===== config.mk =====
export PLATFORM = sky130hd
export DESIGN_NAME = tlirq_ctrl
export DESIGN_NICKNAME = d
export VERILOG_FILES = /design/src/rtl/tlirq_pkg.sv /design/src/rtl/tlirq_decode.sv /design/src/rtl/tlirq_core.sv /design/src/rtl/tlirq_rdmux.sv /design/src/rtl/tlirq_ctrl.sv
export SDC_FILE = /design/constraint.sdc
export NUM_CORES = 1
export LEC_CHECK = 0
export ABC_CLOCK_PERIOD_IN_PS = 3470
export CAP_MARGIN = 10
export CORE_MARGIN = 3
export CORE_UTILIZATION = 63
export CTS_BUF_LIST = sky130_fd_sc_hd__clkbuf_8
export CTS_CLUSTER_DIAMETER = 150
export CTS_CLUSTER_SIZE = 12
export DETAILED_ROUTE_END_ITERATION = 8
export PLACE_DENSITY = 0.93
export RECOVER_POWER = 100
export SLEW_MARGIN = 20
export SYNTH_ARGS = -nofsm -noshare
export SYNTH_HDL_FRONTEND = slang
export SYNTH_SLANG_ARGS = --single-unit

===== constraint.sdc =====
create_clock -name clk -period 3.47 [get_ports clk]
set_input_delay 0.694 -clock clk [delete_from_list [all_inputs] [get_ports clk]]
set_output_delay 0.694 -clock clk [all_outputs]
set_load 0.03 [all_outputs]

===== src/rtl/tlirq_pkg.sv =====
package tlirq_pkg;
    localparam int DW = 8;
    localparam int AW = 3;

    localparam logic [AW-1:0] ADR_CTRL  = 3'd0;
    localparam logic [AW-1:0] ADR_STAT  = 3'd1;
    localparam logic [AW-1:0] ADR_DATA  = 3'd2;
    localparam logic [AW-1:0] ADR_AUX   = 3'd3;
    localparam logic [AW-1:0] ADR_TRAPA = 3'd4;
    localparam logic [AW-1:0] ADR_TRAPB = 3'd5;

    localparam logic [DW-1:0] CMD_TIMER = 8'h04;
    localparam logic [DW-1:0] RD_NONE   = 8'hFF;

    // control bits
    localparam int CTL_SEL     = 0;
    localparam int CTL_DATA_EN = 1;
    localparam int CTL_T1_EN   = 2;
    localparam int CTL_T2_EN   = 3;
    localparam int CTL_TRAP_EN = 5;
    // timer status bits
    localparam int TS_DATA  = 0;
    localparam int TS_T2    = 1;
    localparam int TS_T1    = 2;
    localparam int TS_TRAPA = 3;
    localparam int TS_TRAPB = 4;
    localparam int TS_M2    = 5;
    localparam int TS_M1    = 6;
    localparam int TS_MANY  = 7;
    // interrupt status bits
    localparam int IS_T1  = 2;
    localparam int IS_T2  = 3;
    localparam int IS_LEG = 4;
    // mask bits
    localparam int MSK_T2 = 5;
    localparam int MSK_T1 = 6;

    typedef struct packed {
        logic ctrl;
        logic cmd;
        logic data;
        logic aux;
        logic trapa;
        logic trapb;
    } wr_strobe_t;

    typedef struct packed {
        logic [DW-1:0] ctl;
        logic [DW-1:0] cmd;
        logic [DW-1:0] lstat;
        logic [DW-1:0] ldata;
        logic [DW-1:0] mask;
        logic [DW-1:0] tstat;
        logic [DW-1:0] istat;
    } regs_t;

    function automatic logic [DW-1:0] with_bit(logic [DW-1:0] v, int idx, logic b);
        logic [DW-1:0] r;
        r = v;
        r[idx] = b;
        return r;
    endfunction
endpackage


===== src/rtl/tlirq_decode.sv =====
module tlirq_decode
    import tlirq_pkg::*;
(
    input  logic          wr_en,
    input  logic [AW-1:0] addr,
    output wr_strobe_t    stb
);
    always_comb begin
        stb       = '0;
        stb.ctrl  = wr_en && (addr == ADR_CTRL);
        stb.cmd   = wr_en && (addr == ADR_STAT);
        stb.data  = wr_en && (addr == ADR_DATA);
        stb.aux   = wr_en && (addr == ADR_AUX);
        stb.trapa = wr_en && (addr == ADR_TRAPA);
        stb.trapb = wr_en && (addr == ADR_TRAPB);
    end
endmodule


===== src/rtl/tlirq_core.sv =====
module tlirq_core
    import tlirq_pkg::*;
(
    input  logic          clk,
    input  logic          rst,
    input  wr_strobe_t    stb,
    input  logic [DW-1:0] wdata,
    input  logic          t1_tick,
    input  logic          t2_tick,
    output regs_t         regs,
    output logic          irq
);
    regs_t nxt;

    always_comb begin
        nxt = regs;
        if (stb.ctrl) begin
            nxt.ctl = wdata;
            if (!wdata[CTL_TRAP_EN]) begin
                nxt.tstat[TS_TRAPA] = 1'b0;
                nxt.tstat[TS_TRAPB] = 1'b0;
            end
            if (!wdata[CTL_DATA_EN])
                nxt.tstat[TS_DATA] = 1'b0;
            if (!(nxt.tstat[TS_DATA] | nxt.tstat[TS_TRAPA] | nxt.tstat[TS_TRAPB]))
                nxt.istat[IS_LEG] = 1'b0;
            if (!wdata[CTL_T1_EN]) begin
                nxt.tstat[TS_T1] = 1'b0;
                nxt.istat[IS_T1] = 1'b0;
            end
            if (!wdata[CTL_T2_EN]) begin
                nxt.tstat[TS_T2] = 1'b0;
                nxt.istat[IS_T2] = 1'b0;
            end
        end
        if (stb.cmd)
            nxt.cmd = wdata;
        if (stb.aux)
            nxt.lstat = wdata;
        if (stb.data) begin
            if ((regs.cmd == CMD_TIMER) && !regs.ctl[CTL_SEL]) begin
                if (wdata[DW-1])
                    nxt.tstat = {3'b000, regs.tstat[4:0]};
                else
                    nxt.mask = wdata;
            end else begin
                nxt.ldata = wdata;
                if (regs.ctl[CTL_DATA_EN]) begin
                    nxt.tstat = with_bit(nxt.tstat, TS_DATA, 1'b1);
                    nxt.istat = with_bit(nxt.istat, IS_LEG, 1'b1);
                end
            end
        end
        if (stb.trapa && regs.ctl[CTL_TRAP_EN]) begin
            nxt.tstat = with_bit(nxt.tstat, TS_TRAPA, 1'b1);
            nxt.istat = with_bit(nxt.istat, IS_LEG, 1'b1);
        end
        if (stb.trapb && regs.ctl[CTL_TRAP_EN]) begin
            nxt.tstat = with_bit(nxt.tstat, TS_TRAPB, 1'b1);
            nxt.istat = with_bit(nxt.istat, IS_LEG, 1'b1);
        end
        if (t1_tick) begin
            if (!nxt.mask[MSK_T1]) begin
                nxt.tstat[TS_MANY] = 1'b1;
                nxt.tstat[TS_M1]   = 1'b1;
            end
            if (nxt.ctl[CTL_T1_EN]) begin
                nxt.tstat[TS_T1] = 1'b1;
                nxt.istat[IS_T1] = 1'b1;
            end
        end
        if (t2_tick) begin
            if (!nxt.mask[MSK_T2]) begin
                nxt.tstat[TS_MANY] = 1'b1;
                nxt.tstat[TS_M2]   = 1'b1;
            end
            if (nxt.ctl[CTL_T2_EN]) begin
                nxt.tstat[TS_T2] = 1'b1;
                nxt.istat[IS_T2] = 1'b1;
            end
        end
    end

    always_ff @(posedge clk) begin
        if (rst) begin
            regs <= '0;
            irq  <= 1'b0;
        end else begin
            regs <= nxt;
            irq  <= |regs.istat;
        end
    end
endmodule


===== src/rtl/tlirq_rdmux.sv =====
module tlirq_rdmux
    import tlirq_pkg::*;
(
    input  regs_t         regs,
    input  logic [AW-1:0] addr,
    output logic [DW-1:0] rdata
);
    always_comb begin
        case (addr)
            ADR_CTRL:  rdata = regs.ctl;
            ADR_STAT:  rdata = regs.ctl[CTL_SEL] ? regs.tstat : regs.lstat;
            ADR_DATA:  rdata = regs.ldata;
            ADR_AUX:   rdata = regs.cmd;
            ADR_TRAPA: rdata = regs.istat;
            ADR_TRAPB: rdata = regs.mask;
            default:   rdata = RD_NONE;
        endcase
    end
endmodule


===== src/rtl/tlirq_ctrl.sv =====
module tlirq_ctrl
    import tlirq_pkg::*;
(
    input  logic          clk,
    input  logic          rst,
    input  logic          wr_en,
    input  logic [AW-1:0] addr,
    input  logic [DW-1:0] wdata,
    input  logic          t1_tick,
    input  logic          t2_tick,
    output logic [DW-1:0] rdata,
    output logic          irq
);
    wr_strobe_t stb;
    regs_t      regs;

    tlirq_decode u_dec (
        .wr_en (wr_en),
        .addr  (addr),
        .stb   (stb)
    );

    tlirq_core u_core (
        .clk     (clk),
        .rst     (rst),
        .stb     (stb),
        .wdata   (wdata),
        .t1_tick (t1_tick),
        .t2_tick (t2_tick),
        .regs    (regs),
        .irq     (irq)
    );

    tlirq_rdmux u_rd (
        .regs  (regs),
        .addr  (addr),
        .rdata (rdata)
    );
endmodule


==> impl_metrics.csv <==
group,metric,value,unit
routing,drc_errors,0,
synth,yosys_most_used_dff,"dfxtp_1",
routing,vias_per_cell,6.17,
worst_setup_path,slowest_delay,0.58,ns
final_layout,final-seq-area,1020,um^2
die,dieArea,4570,um^2
die,dieHeight,67.6,um
routing,num_vias,2203,
cts,clk_latency,0.31,ns
die,io_pins,25,
synth,postSynthAreaPerCell,8.29,um^2
final_layout,fin_util,77.6,%
worst_setup_path,path_delay_family,"buffers and inverters",
cts,cts_hold_buf,0,
power_and_ir_drop,powerDensity,401,nW/um^2
synth,synthTopCellsByArea,"dfxtp_1 43%, a21oi_1 9.4%, nand2_1 9.1%, mux2i_1 7.5%, nor2_1 3.1%",
global_route,grt_use_total,29.3,%
timing,fin_tns_setup,0,ns
cts,clkTransAtPathRegs,0.09,ns
power_and_ir_drop,max-vdd-ir-drop,314,uV
synth,synth_area,2390,um^2
final_layout,drive_gt1_share,10.6,%
placed_design,place_inst,349,
final_layout,finalInstanceArea,2710,um^2
final_layout,final_common_cell,"nand2_1",
global_route,grt-ovfl-total,0,
final_layout,layout_common_cells,"58 x nand2_1, 51 x dfxtp_1, 45 x a21oi_1",
global_route,grt_pass1_vias,2035,
timing,finalMaxSlewViolations,0,
synth,synthCells,288,
final_layout,syn2layout_area_growth,13.6,%
die,num_rows,21,
synth,ys_ff_latch,51,
worst_setup_path,crit_path_start,"addr[1]",
cts,clock_sinks,51,
final_layout,num_antenna_cells,0,
global_route,grt_max_degree,47,
timing,rsz0062_at_grt,"false",
flow_run,maxCapViolations,0,
die,start_util,68.3,%
worst_setup_path,cp.required,2.78,ns
worst_setup_path,slowest_stage,"dlygate4sd3_1",
synth,syn_nets,304,
timing,setup_violations,0,
timing,worstMarginPinSlew,0.681,ns
worst_setup_path,crit_path_end_kind,"output port",
cts,cts_tree,"yes",
placed_design,dp_hpwl,4260,um
cts,cts-root-buf,"clkbuf_8",
timing,postLayoutSetupSlackWorst,0.182,ns
placed_design,gp_congestion,0.868,
timing,period_needed,3.29,ns
timing,fmax,304,MHz
worst_setup_path,ff2ff_setup_slack,1.32,ns
worst_setup_path,worstReg2RegStart,"u_core.regs[48]",
final_layout,fill_cells,269,
synth,synth_edf_count,0,
synth,synth_top_area_share,42.7,%
synth,post_synth_num_cell_types,39,
routing,routed_wl,6190,um
die,core,3490,um^2
outcome,status,"completed",
routing,dr.pass1.iters,5,
cts,cts_setup_buffers,0,
synth,ys_async_sr_fraction,0,%
placed_design,placed_area,2660,um^2
synth,yosys_warnings,0,
global_route,antenna_found_initial,0,
timing,finalHoldViolCount,0,
routing,drtIter0Drc,251,
cts,cts-resized-gates,0,
worst_setup_path,critPathKind,"primary input to output port",
timing,skew,0.00670,ns
placed_design,dp_slack,0.319,ns
synth,seq_area_frac_synth,42.7,%
worst_setup_path,path_max_fanout,30,
cts,htree_levels,2,
placed_design,portBuffers,24,
hold_path,holdCritPathClass,"flip-flop to flip-flop",
timing,fin_crit_sh,94.8,%
worst_setup_path,critPathBufInv,3,
cts,cts_buffers,5,
final_layout,finalNonFillerCells,357,
cts,clk_path_buf_depth,2,
die,die_x,67.6,um
hold_path,min_from,"u_core.regs[10]",
worst_setup_path,crit_arrival,2.59,ns
worst_setup_path,path_cells,"dlygate4sd3_1 > buf_4 > nor2_1 > a221oi_1 > o22ai_1 > clkbuf_2",
routing,wl_per_cell,17.3,um
global_route,grt_first_pass_wirelength,9720,um
final_layout,nets,326,
final_layout,multi_input_area,1240,um^2
worst_setup_path,cp-start-kind,"primary input",
timing,max_slew_margin,54.5,%
synth,synth_largest_area_cell,"dfxtp_1",
power_and_ir_drop,p_leak,0.999,nW
routing,drtAntennaViolNets,0,
[where the power goes]
group | internal (W) | switching, W | total (W)
registers | 0.000598 | 0.00000937 | 0.000607
clock network | 0.000138 | 0.000197 | 0.000336
logic | 0.0000559 | 0.0000885 | 0.000144
total | 0.000792 | 0.000295 | 0.00109
[logic make-up (layout without fill, tap and decap cells)]
kind of cell	count (synthesis)	in the layout	synth area share, %
simple gates	108	108	22.3
flops	51	51	42.7
compound gates	77	77	18.6
buf+inv	27	50	4.98
mux	25	25	11.3
[synth_stat cells (all sizes together) (2+ instances only)]
master / count
a21o: 2
a22oi: 2
nand3: 7
and2: 2
a221oi: 5
nor4b: 3
o22ai: 3
mux2i: 18
nor2b: 4
nor3: 4
o21ai: 11
o221ai: 3
a22o: 2
buf: 9
mux2: 6
nand4: 4
a31oi: 2
a21oi: 45
dfxtp: 51
nor2: 20
clkbuf: 10
nand2: 58
inv: 8
[tightest hold or removal path, stage by stage, from the launching register on]
cell and delay (ns):
dfxtp_1 0.32, inv_1 0.05, a21oi_1 0.05
[cell type report]
cell class              instances  share of cell area, %
flip-flops and latches         51                   37.6
clock inverters                 3                  0.600
repair buffers                 34                   10.3
well taps                      46                   2.12
multi-input cells             210                   45.7
clock buffers                   5                   2.54
inverters                       8                   1.11
[sequential cells by signal, summed over array words and instances (netlist names)]
register / cells
u_core.regs: 50
u_core.irq: 1
[metrics by stage]
step / hold WS, ns / total power, W
after detailed placement: 0.452 / 0.000768
after global placement: 0.440 / 0.000764
after floorplan: 0.422 / 0.000706
after global routing: 0.478 / 0.00113
after CTS: 0.465 / 0.00110
final: 0.465 / 0.00109
[routing by layer]
layer | global-route usage [%] | share of wire [%]
met5 | 0 | 0
met4 | 13.4 | 2.8
met3 | 7.82 | 7.4
met2 | 45.6 | 48
met1 | 37.6 | 42
[path summary, 6_finish.rpt]
check / endpoint / cells past startpoint
setup / recovery: rdata[1] / 6
hold / removal: u_core.regs[10] / 2
setup reg to reg: u_core.regs[15] / 5
hold reg to reg: u_core.regs[10] / 2
No activity file was read; power rests on OpenSTA's default activity.
